### src/rtl/sdv_pkg.sv
package sdv_pkg;

    localparam int WORD_W     = 32;
    localparam int ST_WORDS   = 8;
    localparam int HALF_WORDS = ST_WORDS / 2;
    localparam int ST_W       = WORD_W * ST_WORDS;
    localparam int CNT_W      = 16;

    // word k lives at bits [32k+31:32k]
    localparam logic [ST_W-1:0] SHA256_IV = {
        32'h5be0cd19, 32'h1f83d9ab, 32'h9b05688c, 32'h510e527f,
        32'ha54ff53a, 32'h3c6ef372, 32'hbb67ae85, 32'h6a09e667
    };

    typedef logic [WORD_W-1:0] word_t;

    typedef enum logic [4:0] {
        ST_HDR_RD,
        ST_HDR_USE,
        ST_IDX_RD,
        ST_IDX_USE,
        ST_SRC_RD,
        ST_SRC_USE,
        ST_DIG_RD,
        ST_DIG_USE,
        ST_BLK_INIT,
        ST_RND_GO,
        ST_MSG_RD,
        ST_MSG_USE,
        ST_RND_WAIT,
        ST_FOLD,
        ST_CMP_RD,
        ST_CMP_USE,
        ST_BLK_END,
        ST_DONE,
        ST_HALT
    } sdv_state_e;

    typedef enum logic [1:0] {
        ASEL_DESC,
        ASEL_SRC,
        ASEL_DIG
    } addr_sel_e;

    typedef struct packed {
        logic ld_hdr;
        logic ld_idx;
        logic ld_src;
        logic ld_dig;
        logic src_inc;
        logic dig_dec;
        logic blk_adv;
    } ptr_ctl_t;

endpackage

### src/rtl/sdv_fsm.sv
module sdv_fsm
    import sdv_pkg::*;
#(
    parameter int BLK_WORDS = 16,
    parameter int STEP_W    = 5,
    parameter int IDX_W     = 3,
    parameter int LANE_W    = 2
) (
    input  logic              clk,
    input  logic              rst_n,
    input  logic              mem_rdy,
    input  logic              hdr_zero,
    input  logic              last_blk,
    input  logic              rnd_done,
    output logic              mem_req,
    output addr_sel_e         addr_sel,
    output ptr_ctl_t          ctl,
    output logic              rnd_start,
    output logic              msg_valid,
    output logic              load_chain,
    output logic              cap_res,
    output logic              fold_en,
    output logic              cmp_en,
    output logic              done,
    output logic [LANE_W-1:0] lane,
    output logic [IDX_W-1:0]  word_sel
);

    localparam logic [STEP_W-1:0] MSG_LAST  = STEP_W'(BLK_WORDS - 1);
    localparam logic [STEP_W-1:0] FOLD_LAST = STEP_W'(HALF_WORDS - 1);
    localparam logic [STEP_W-1:0] CMP_LAST  = STEP_W'(ST_WORDS - 1);

    sdv_state_e        state_q, state_d;
    logic [STEP_W-1:0] step_q, step_d;

    // state register
    always_ff @(posedge clk or negedge rst_n) begin
        if (!rst_n) begin
            state_q <= ST_HDR_RD;
            step_q  <= '0;
        end else begin
            state_q <= state_d;
            step_q  <= step_d;
        end
    end

    // transitions
    always_comb begin
        state_d = state_q;
        step_d  = step_q;
        unique case (state_q)
            ST_HDR_RD:   if (mem_rdy) state_d = ST_HDR_USE;
            ST_HDR_USE:  state_d = hdr_zero ? ST_DONE : ST_IDX_RD;
            ST_IDX_RD:   if (mem_rdy) state_d = ST_IDX_USE;
            ST_IDX_USE:  state_d = ST_SRC_RD;
            ST_SRC_RD:   if (mem_rdy) state_d = ST_SRC_USE;
            ST_SRC_USE:  state_d = ST_DIG_RD;
            ST_DIG_RD:   if (mem_rdy) state_d = ST_DIG_USE;
            ST_DIG_USE:  state_d = ST_BLK_INIT;
            ST_BLK_INIT: state_d = ST_RND_GO;
            ST_RND_GO: begin
                step_d  = '0;
                state_d = ST_MSG_RD;
            end
            ST_MSG_RD:   if (mem_rdy) state_d = ST_MSG_USE;
            ST_MSG_USE: begin
                step_d  = step_q + 1'b1;
                state_d = (step_q == MSG_LAST) ? ST_RND_WAIT : ST_MSG_RD;
            end
            ST_RND_WAIT: begin
                step_d = '0;
                if (rnd_done) state_d = ST_FOLD;
            end
            ST_FOLD: begin
                step_d = step_q + 1'b1;
                if (step_q == FOLD_LAST) begin
                    step_d  = '0;
                    state_d = last_blk ? ST_CMP_RD : ST_BLK_END;
                end
            end
            ST_CMP_RD:   if (mem_rdy) state_d = ST_CMP_USE;
            ST_CMP_USE: begin
                step_d  = step_q + 1'b1;
                state_d = (step_q == CMP_LAST) ? ST_BLK_END : ST_CMP_RD;
            end
            ST_BLK_END:  state_d = last_blk ? ST_HDR_RD : ST_BLK_INIT;
            ST_DONE:     state_d = ST_HALT;
            ST_HALT:     state_d = ST_HALT;
            default:     state_d = ST_HALT;
        endcase
    end

    // outputs
    always_comb begin
        mem_req    = 1'b0;
        addr_sel   = ASEL_DESC;
        ctl        = '0;
        rnd_start  = 1'b0;
        msg_valid  = 1'b0;
        load_chain = 1'b0;
        cap_res    = 1'b0;
        fold_en    = 1'b0;
        cmp_en     = 1'b0;
        done       = 1'b0;
        unique case (state_q)
            ST_HDR_RD, ST_IDX_RD, ST_SRC_RD, ST_DIG_RD: mem_req = 1'b1;
            ST_HDR_USE:  ctl.ld_hdr = 1'b1;
            ST_IDX_USE:  ctl.ld_idx = 1'b1;
            ST_SRC_USE:  ctl.ld_src = 1'b1;
            ST_DIG_USE:  ctl.ld_dig = 1'b1;
            ST_BLK_INIT: load_chain = 1'b1;
            ST_RND_GO:   rnd_start = 1'b1;
            ST_MSG_RD: begin
                mem_req  = 1'b1;
                addr_sel = ASEL_SRC;
            end
            ST_MSG_USE: begin
                msg_valid   = 1'b1;
                ctl.src_inc = 1'b1;
            end
            ST_RND_WAIT: cap_res = rnd_done;
            ST_FOLD:     fold_en = 1'b1;
            ST_CMP_RD: begin
                mem_req  = 1'b1;
                addr_sel = ASEL_DIG;
            end
            ST_CMP_USE: begin
                cmp_en      = 1'b1;
                ctl.dig_dec = 1'b1;
            end
            ST_BLK_END:  ctl.blk_adv = !last_blk;
            ST_DONE:     done = 1'b1;
            default: ;
        endcase
    end

    assign lane     = step_q[LANE_W-1:0];
    assign word_sel = IDX_W'(ST_WORDS - 1) - step_q[IDX_W-1:0];

endmodule

### src/rtl/sdv_ptrs.sv
module sdv_ptrs
    import sdv_pkg::*;
#(
    parameter int                ADDR_W    = 16,
    parameter logic [ADDR_W-1:0] BASE_ADDR = '0
) (
    input  logic              clk,
    input  logic              rst_n,
    input  ptr_ctl_t          ctl,
    input  word_t             rdata,
    output logic [ADDR_W-1:0] desc_ptr,
    output logic [ADDR_W-1:0] src_ptr,
    output logic [ADDR_W-1:0] dig_ptr,
    output word_t             job_idx,
    output logic              last_blk,
    output logic              keep_chain
);

    localparam logic [ADDR_W-1:0] DIG_TAIL = ADDR_W'(ST_WORDS - 1);

    logic [CNT_W-1:0] count_q;
    logic             fresh_q;
    logic             cont_q;

    always_ff @(posedge clk or negedge rst_n) begin
        if (!rst_n) begin
            desc_ptr <= BASE_ADDR;
            src_ptr  <= '0;
            dig_ptr  <= '0;
            job_idx  <= '0;
            count_q  <= '0;
            fresh_q  <= 1'b0;
            cont_q   <= 1'b0;
        end else begin
            if (ctl.ld_hdr | ctl.ld_idx | ctl.ld_src | ctl.ld_dig)
                desc_ptr <= desc_ptr + 1'b1;
            if (ctl.ld_hdr) begin
                count_q <= rdata[CNT_W-1:0];
                fresh_q <= |rdata[WORD_W-1:CNT_W];
                cont_q  <= 1'b0;
            end
            if (ctl.ld_idx) job_idx <= rdata;
            if (ctl.ld_src)       src_ptr <= rdata[ADDR_W+1:2];
            else if (ctl.src_inc) src_ptr <= src_ptr + 1'b1;
            if (ctl.ld_dig)       dig_ptr <= rdata[ADDR_W+1:2] + DIG_TAIL;
            else if (ctl.dig_dec) dig_ptr <= dig_ptr - 1'b1;
            if (ctl.blk_adv) begin
                count_q <= count_q - 1'b1;
                cont_q  <= 1'b1;
            end
        end
    end

    assign last_blk   = (count_q == CNT_W'(1));
    assign keep_chain = cont_q & ~fresh_q;

endmodule

### src/rtl/sdv_chain.sv
module sdv_chain
    import sdv_pkg::*;
#(
    parameter logic [ST_W-1:0] INIT_STATE = SHA256_IV,
    parameter int              IDX_W      = 3,
    parameter int              LANE_W     = 2
) (
    input  logic              clk,
    input  logic              rst_n,
    input  logic              load_iv,
    input  logic              cap_res,
    input  logic [ST_W-1:0]   res,
    input  logic              fold_en,
    input  logic [LANE_W-1:0] lane,
    input  logic [IDX_W-1:0]  word_sel,
    output logic [ST_W-1:0]   chain_flat,
    output word_t             sel_word
);

    for (genvar g = 0; g < ST_WORDS; g++) begin : g_word
        localparam logic [LANE_W-1:0] MY_LANE = LANE_W'(g % HALF_WORDS);
        word_t chain_q;
        word_t work_q;

        always_ff @(posedge clk or negedge rst_n) begin
            if (!rst_n) begin
                chain_q <= '0;
                work_q  <= '0;
            end else begin
                if (cap_res)
                    work_q <= res[g*WORD_W +: WORD_W];
                if (load_iv)
                    chain_q <= INIT_STATE[g*WORD_W +: WORD_W];
                else if (fold_en && lane == MY_LANE)
                    chain_q <= chain_q + work_q;
            end
        end

        assign chain_flat[g*WORD_W +: WORD_W] = chain_q;
    end

    assign sel_word = chain_flat[word_sel*WORD_W +: WORD_W];

endmodule

### src/rtl/sha_digest_verifier.sv
module sha_digest_verifier
    import sdv_pkg::*;
#(
    parameter int                ADDR_W     = 16,
    parameter logic [ADDR_W-1:0] BASE_ADDR  = ADDR_W'(16),
    parameter int                BLK_WORDS  = 16,
    parameter logic [ST_W-1:0]   INIT_STATE = SHA256_IV
) (
    input  logic              clk,
    input  logic              rst_n,
    output logic              mem_req,
    output logic [ADDR_W-1:0] mem_addr,
    input  logic              mem_rdy,
    input  logic [31:0]       mem_rdata,
    output logic              rnd_start,
    output logic [255:0]      rnd_init,
    output logic [31:0]       rnd_tag,
    output logic              rnd_msg_valid,
    output logic [31:0]       rnd_msg,
    input  logic              rnd_done,
    input  logic [255:0]      rnd_result,
    output logic              done,
    output logic              mismatch
);

    localparam int STEP_W = $clog2(BLK_WORDS) + 1;
    localparam int IDX_W  = $clog2(ST_WORDS);
    localparam int LANE_W = $clog2(HALF_WORDS);

    addr_sel_e         addr_sel;
    ptr_ctl_t          ctl;
    logic              load_chain, cap_res, fold_en, cmp_en;
    logic              last_blk, keep_chain;
    logic [LANE_W-1:0] lane;
    logic [IDX_W-1:0]  word_sel;
    logic [ADDR_W-1:0] desc_ptr, src_ptr, dig_ptr;
    word_t             sel_word;
    logic              hdr_zero;

    assign hdr_zero = (mem_rdata[CNT_W-1:0] == '0);

    sdv_fsm #(
        .BLK_WORDS (BLK_WORDS),
        .STEP_W    (STEP_W),
        .IDX_W     (IDX_W),
        .LANE_W    (LANE_W)
    ) u_fsm (
        .clk        (clk),
        .rst_n      (rst_n),
        .mem_rdy    (mem_rdy),
        .hdr_zero   (hdr_zero),
        .last_blk   (last_blk),
        .rnd_done   (rnd_done),
        .mem_req    (mem_req),
        .addr_sel   (addr_sel),
        .ctl        (ctl),
        .rnd_start  (rnd_start),
        .msg_valid  (rnd_msg_valid),
        .load_chain (load_chain),
        .cap_res    (cap_res),
        .fold_en    (fold_en),
        .cmp_en     (cmp_en),
        .done       (done),
        .lane       (lane),
        .word_sel   (word_sel)
    );

    sdv_ptrs #(
        .ADDR_W    (ADDR_W),
        .BASE_ADDR (BASE_ADDR)
    ) u_ptrs (
        .clk        (clk),
        .rst_n      (rst_n),
        .ctl        (ctl),
        .rdata      (mem_rdata),
        .desc_ptr   (desc_ptr),
        .src_ptr    (src_ptr),
        .dig_ptr    (dig_ptr),
        .job_idx    (rnd_tag),
        .last_blk   (last_blk),
        .keep_chain (keep_chain)
    );

    sdv_chain #(
        .INIT_STATE (INIT_STATE),
        .IDX_W      (IDX_W),
        .LANE_W     (LANE_W)
    ) u_chain (
        .clk        (clk),
        .rst_n      (rst_n),
        .load_iv    (load_chain & ~keep_chain),
        .cap_res    (cap_res),
        .res        (rnd_result),
        .fold_en    (fold_en),
        .lane       (lane),
        .word_sel   (word_sel),
        .chain_flat (rnd_init),
        .sel_word   (sel_word)
    );

    always_comb begin
        unique case (addr_sel)
            ASEL_SRC: mem_addr = src_ptr;
            ASEL_DIG: mem_addr = dig_ptr;
            default:  mem_addr = desc_ptr;
        endcase
    end

    assign rnd_msg = mem_rdata;

    always_ff @(posedge clk or negedge rst_n) begin
        if (!rst_n)
            mismatch <= 1'b0;
        else if (cmp_en && (mem_rdata != sel_word))
            mismatch <= 1'b1;
    end

endmodule

### config.mk
export PLATFORM = sky130hd
export DESIGN_NAME = sha_digest_verifier
export DESIGN_NICKNAME = d
export VERILOG_FILES = /design/src/rtl/sdv_pkg.sv /design/src/rtl/sdv_fsm.sv /design/src/rtl/sdv_ptrs.sv /design/src/rtl/sdv_chain.sv /design/src/rtl/sha_digest_verifier.sv
export SDC_FILE = /design/constraint.sdc
export NUM_CORES = 2
export LEC_CHECK = 0
export ABC_AREA = 1
export CORE_UTILIZATION = 50
export CTS_CLUSTER_SIZE = 10
export DETAILED_ROUTE_END_ITERATION = 12
export PLACE_DENSITY = 0.74
export SYNTH_ARGS = -nofsm -noshare
export SYNTH_HDL_FRONTEND = slang
export SYNTH_SLANG_ARGS = --single-unit
### constraint.sdc
create_clock -name clk -period 3.15 [get_ports clk]
set_input_delay 0.63 -clock clk [delete_from_list [all_inputs] [get_ports clk]]
set_output_delay 0.63 -clock clk [all_outputs]
set_load 0.02 [all_outputs]
==> Word level (Yosys, flattened, before mapping) <==
Cells that the tools add are included.
{ "classes": {"add_sub_neg": 15, "multipliers": 0, "n_div": 0, "magnitude_cmp": 0, "eq_ne": 35, "shift": 1, "muxes": 55, "bitwise_logic": 7, "n_reduce_logical": 22} }
{ "ops": {"columns": ["cell", "count"], "rows": [
  ["2-to-1 mux 32 bit", 16],
  ["adder 32 bit", 8],
  ["variable part select 256 x 9 -> 32 bit", 1],
  ["2-to-1 mux 16 bit", 6],
  ["case mux 5 bit (17 select lines)", 1],
  ["2-to-1 mux 5 bit", 12],
  ["equality test 5 x 4 -> 1 bit (second input constant)", 9],
  ["adder 16 x 1 -> 16 bit (second input constant)", 2],
  ["inequality test 32 bit", 1],
  ["case mux 16 bit (2 select lines)", 1],
  ["subtractor 16 x 1 -> 16 bit (second input constant)", 2],
  ["equality test 5 x 3 -> 1 bit (second input constant)", 5],
  ["adder 16 x 3 -> 16 bit (second input constant)", 1],
  ["equality test 16 x 1 -> 1 bit (second input constant)", 1],
  ["logical NOT 16 bit", 1],
  ["OR reduction 16 bit", 1],
  ["equality test 5 x 2 -> 1 bit (second input constant)", 3],
  ["2-to-1 mux 1 bit", 15],
  ["case mux 5 bit (3 select lines)", 1],
  ["inequality test 2 bit (second input constant)", 7],
  ["nonzero test 2 bit", 7],
  ["equality test 5 bit (second input constant)", 2],
  ["AND reduction 8 bit", 1],
  ["equality test 2 bit (second input constant)", 3],
  ["18 further kinds", 28]
]} }
{ "totals": {"ff_bits": 621, "latchBits": 0, "mem_bits_rw": 0, "rom_bits": 0, "inputBits": 292, "wordCells": 161, "n_memories": 0} }

==> Logic depth before layout (Yosys ltp) <==
{ "depth": {"ltp_word": 5, "ltp_mapped": 17, "depth_no_buf": 15} }

==> Cells and area by module <==
A second synthesis with hierarchy kept.
{ "unflattened": {"hier_cells": 6818, "area_unflattened_um2": 46928.8} }
{ "modules_own_cells": {"columns": ["module", "instances", "cells_each", "area_each_um2", "seq_area_each_um2"], "rows": [
  ["sdv_chain", 1, 5737, 39334.0, 12812.3],
  ["sdv_ptrs", 1, 708, 5459.0, 2453.6],
  ["sha_digest_verifier", 1, 220, 1161.1, 25.0],
  ["sdv_fsm", 1, 153, 974.7, 250.2]
]} }

==> Least setup slack after synthesis <==
No wires, ideal clock.
{ "synth_path": {"path_kind": "reg2out", "from": "reg u_fsm.state_q[3]", "to": "out mem_addr[11]", "arrival_time_ns": 2.014, "path_slack_ns": 0.506, "stages_incl_launch_ff": 11, "n_path_buf": 2, "cell_sequence": "dfrtp_1 buf_4 inv_2 nor2_4 nand2_4 nor2_1 inv_1 ha_1 inv_1 clkbuf_1 o21ai_0"} }
{ "synth_via": {"elab_chain_cells": 4} }
{ "synth_rtl": {"columns": ["item", "line", "source"], "rows": [
  ["from (decl)", "sdv_fsm.sv:33", "sdv_state_e state_q, state_d;"],
  ["from (signal assigned)", "sdv_fsm.sv:42", "state_q <= state_d;"],
  ["equality test 5 x 4 -> 1 bit", "sdv_fsm.sv:105", "unique case (state_q)"],
  ["case mux 2 bit (2 select lines) *", "sdv_fsm.sv:105", null],
  ["equality test 2 bit / equality test 2 x 1 -> 1 bit (equally long branches)", "sha_digest_verifier.sv:102", "unique case (addr_sel)"],
  ["case mux 16 bit (2 select lines) *", "sha_digest_verifier.sv:102", null],
  ["to (decl)", "sha_digest_verifier.sv:12", "output logic [ADDR_W-1:0] mem_addr,"]
]} }
Every way passes the cells marked *; elsewhere a longest branch is shown, timed or not.

==> Final worst setup path <==
{ "layout_path": {"from": "reg u_fsm.state_q[3]", "to": "out mem_addr[7]"} }
The elaborated chain is that of the path after synthesis.

==> metrics.md <==
| Metric | Value |
|---|---|
| Status | `finished, final reports clean` |
| Syn nets | `6,234` |
| Mean area per synthesized cell | `7.599 um2` |
| VDD IR max | `508.7 uV` |
| Cells on worst reg2reg path | `13` |
| CP Launch Type | `flip-flop` |
| Final ANT Viol Nets | `0` |
| Core region area | `85,280 um2` |
| Gr ovfl total | `0` |
| Achievable frequency | `0.3240 GHz` |
| Hold Slack | `0.4745 ns` |
| LEAKAGE | `25.62 nW` |
| Synth Area in Adders | `7.977%` |
| Xor and xnor fraction of the mapped netlist area | `2.581%` |
| Complex-gate fraction of the synthesized area | `between 10% and 20%` |
| I/O Pins | `633` |
| Via count | `44,090` |
| Longest Clk Path Bufs | `3` |
| Final wirelength | `184.0 mm` |
| Final Hold Fails | `0` |
| Share of cells above drive strength 1 | `8.724%` |
| Relative slew slack | `between 30% and 40%` |
| Number of synthesized flops with an enable pin | `0` |
| Reg-to-Reg Start | `u_fsm.step_q[0]` |
| Cell count after synthesis | `5,672` |
| RePlAce Congestion | `1.025` |
| Synthesis-to-finish area growth | `23.27%` |
| DP Wirelength | `147.8 mm` |
| Total track usage | `41.41%` |
| Crit. Startpoint | `u_fsm.state_q[3]` |
| CP max stage cell | `dfrtp_1` |
| Synthesis Warnings | `0` |
| PortBufs | `approximately 630` |
| Multi-input logic area | `roughly 24,000 um2` |
| Clock buffers created by TritonCTS | `78` |
| Clock root cell | `clkbuf_16` |
| # Max-Cap Violations | `0` |
| Post-synthesis sequential area ratio | `36.06%` |
| CP peak stage delay | `0.38 ns` |
| Pwr dens | `700.7 nW/um2` |
| Rows | `107` |
| Filler cells | `7,750` |
| Initial Util | `approximately half` |
| Tcrit/Tclk final | `97.98%` |
| Die Wd | `295.6 um` |
| Vias in the first global route | `41,580` |
| First-pass GRT wire length | `266.0 mm` |
| Setup TNS | `0 ns` |
| CP max FO | `7` |
| Final Skew | `0.02698 ns` |
| Storage cell area | `15,550 um2` |
| Period minus WS final | `3.086 ns` |
| CTS H-tree depth | `3` |
| Crit. End Element | `primary output` |
| Max Slew Vio Count | `0` |
| Nets | `6,871` |
| Final setup viols | `0` |
| Largest family of logic cells by synthesized area | `simple AND/OR/NAND/NOR gates` |
| Setup WS post-layout | `~0.064 ns` |
| CP Cell Sequence | `inv_2, nor2_4, inv_2, nor2_4, nand2_2, buf_4, ha_4, clkinvlp_4, o22ai_2, nand2_1, o21ai_1, buf_4` |
| CTS clk-pin slew, worst paths | `0.06 ns` |
| Post-Syn Area | `43,100 um2` |
| Clk Latency, worst-skew pair | `approximately 0.66 ns` |
| Clock sinks | `approximately 620` |
| RSZ-0062 raised after global routing | `true` |
| Hold Path Class | `reg -> reg` |
| Initial antenna violation count | `15` |
| Detailed Route Iter0 Violations | `4,662` |
| Synth Area in Simple Gates | `23.13%` |
| Async set-or-reset flop fraction in the synthesized netlist | `100.0%` |
| Dpl ws | `0.1275 ns` |
| DIE AREA | `around 87,000 um2` |
| Worst EP arrival | `2.46 ns` |
| Crit path kind | `reg -> out` |
| Die H | `295.6 um` |
| Worst-Margin Slew | `roughly 0.92 ns` |
| CTS tree | `built` |
| Top FF cell, synth | `dfrtp_1` |
| Largest net degree at the start of global routing | `91` |
| DRC viols | `0` |
| Worst endpoint required time | `approximately 2.5 ns` |
| Flops & latches, synth | `621` |
| Hold Path Depth | `1` |
| Drt via density | `5.874` |
| Post-synthesis mux area share | `6.689%` |
| Avg WL per Cell | `24.52 um` |
| Library cells used by synthesis | `64` |
| Hold_sp | `u_ptrs.desc_ptr[15]` |
| DRT Pass-1 Iters | `8` |
==> worst max-delay path: cells and delay by family, from the launching register on <==
| kind | cells | cell delay, ns |
|---|---|---|
| buffers and inverters | 5 | 0.65 |
| and+or+nand+nor | 4 | 0.25 |
| adders and majority gates | 1 | 0.16 |
| DFF | 1 | 0.38 |
| AOI/OAI and AO/OA | 2 | 0.35 |
==> cells by family after synthesis <==
group | after synthesis
and+or+nand+nor | 2383
AOI/OAI and AO/OA | 1176
buffers and inverters | 839
DFF | 621
adders and majority gates | 270
muxes | 256
xor gates and xnor gates | 127
==> sequential cells by signal (all words and copies together), names as in the netlist, 5 cells and up <==
name,cells
u_chain.g_word.chain_q,256
u_ptrs.count_q,16
u_ptrs.src_ptr,16
u_ptrs.desc_ptr,16
u_ptrs.job_idx,32
u_chain.g_word.work_q,256
u_ptrs.dig_ptr,16
u_fsm.state_q,5
u_fsm.step_q,5
==> per-stage QoR <==
step	total power, mW	cells	cell area [um2]	utilization, %
after CTS	36.61	7491	53020	62.17
after floorplan	22.15	5672	43100	-
after global routing	39.24	7499	53110	62.28
after global placement	27.92	7369	50700	59.45
after detailed placement	28.14	7369	50700	59.45
final	37.23	7505	53130	62.30
==> cell usage after synthesis (all sizes together), types with 2 or more instances <==
library cell	n	share of area, %
o21ai	418	4.9
or2	16	0.23
a22o	4	0.081
and2	6	0.087
o22a	4	0.081
o21a	21	0.37
a21oi	446	5.2
buf	146	2.3
nor2	502	4.6
inv	657	5.7
fa	8	0.37
a31oi	19	0.28
clkbuf	35	0.31
a41oi	3	0.061
a22oi	9	0.16
a21o	49	0.85
a21boi	13	0.23
nand3b	12	0.21
o21bai	23	0.40
nor4	20	0.30
nand3	429	5.0
o31ai	2	0.035
mux2	256	6.7
o22ai	107	1.6
a32o	2	0.046
dfrtp	620	36
o2111ai	2	0.041
nand4	36	0.55
o311ai	4	0.081
xnor2	24	0.49
xor2	103	2.1
o221ai	14	0.28
nor3	77	0.93
ha	262	7.6
nand2	1283	11
o211ai	29	0.51
a31o	3	0.061
==> area by class of cell <==
cell class,count,area share [%]
Timing Repair Buffer,738,13.69
Clock buffer,102,4.036
Clock inverter,19,0.2685
Tap cell,1144,2.694
Multi-Input combinational cell,4212,45.33
Inverter,658,4.670
Sequential cell,621,29.26
Antenna cell,11,0.05181
==> routing by layer <==
layer	vias up	GRT usage, %	share of wire (%)
li1	20300	-	-
met1	21040	52.34	39
met2	2251	64.51	45
met3	486	9.863	9.9
met4	8	24.30	6.5
met5	-	0	0.030
==> power by group <==
| group | switching (mW) | leakage [nW] | internal (mW) |
|---|---|---|---|
| clock | 3.60 | 1.14 | 4.82 |
| combinational | 11.4 | 16.8 | 6.21 |
| sequential | 1.59 | 7.71 | 9.65 |
==> placed cells by master (no fill, tap or decap), types with 15 or more instances in the layout <==
| cell | instances |
|---|---|
| mux2_1 | 18 |
| nand2_1 | 1276 |
| a21oi_1 | 445 |
| nor2_1 | 484 |
| nand4_1 | 34 |
| o21ai_0 | 401 |
| clkbuf_1 | 16 |
| a21o_1 | 49 |
| a31oi_1 | 19 |
| nand3_1 | 428 |
| o22ai_1 | 102 |
| o21a_1 | 21 |
| buf_4 | 94 |
| nor4_1 | 19 |
| o21bai_1 | 23 |
| inv_1 | 631 |
| xor2_1 | 103 |
| o21ai_1 | 16 |
| dfrtp_1 | 618 |
| nor3_1 | 74 |
| mux2_2 | 238 |
| clkinv_2 | 15 |
| clkbuf_16 | 80 |
| clkdlybuf4s50_1 | 612 |
| inv_2 | 22 |
| o211ai_1 | 29 |
| buf_12 | 16 |
| xnor2_1 | 24 |
| ha_1 | 260 |
| or2_2 | 15 |
==> path summary, 6_finish.rpt <==
check / end / slack [ns]
hold / removal: u_ptrs.desc_ptr[15] / 0.47
max in group asynchronous: u_ptrs.job_idx[27] / 1.58
hold reg to reg: u_ptrs.desc_ptr[15] / 0.47
setup reg to reg: mismatch / 0.42
min in group asynchronous: u_chain.g_word[4].work_q[28] / 0.54
setup / recovery: mem_addr[7] / 0.06
==> what timing repair did <==
item | 4_1_cts | 5_1_grt
endpoints found under the setup margin | 19 | 17
endpoints found under the hold margin | 37 | 0
pin swaps | 0 | 4
gates resized for setup | 42 | 29
hold buffers | 1 | 0
buffers inserted | 0 | 3
No activity file was read; power rests on OpenSTA's default activity.
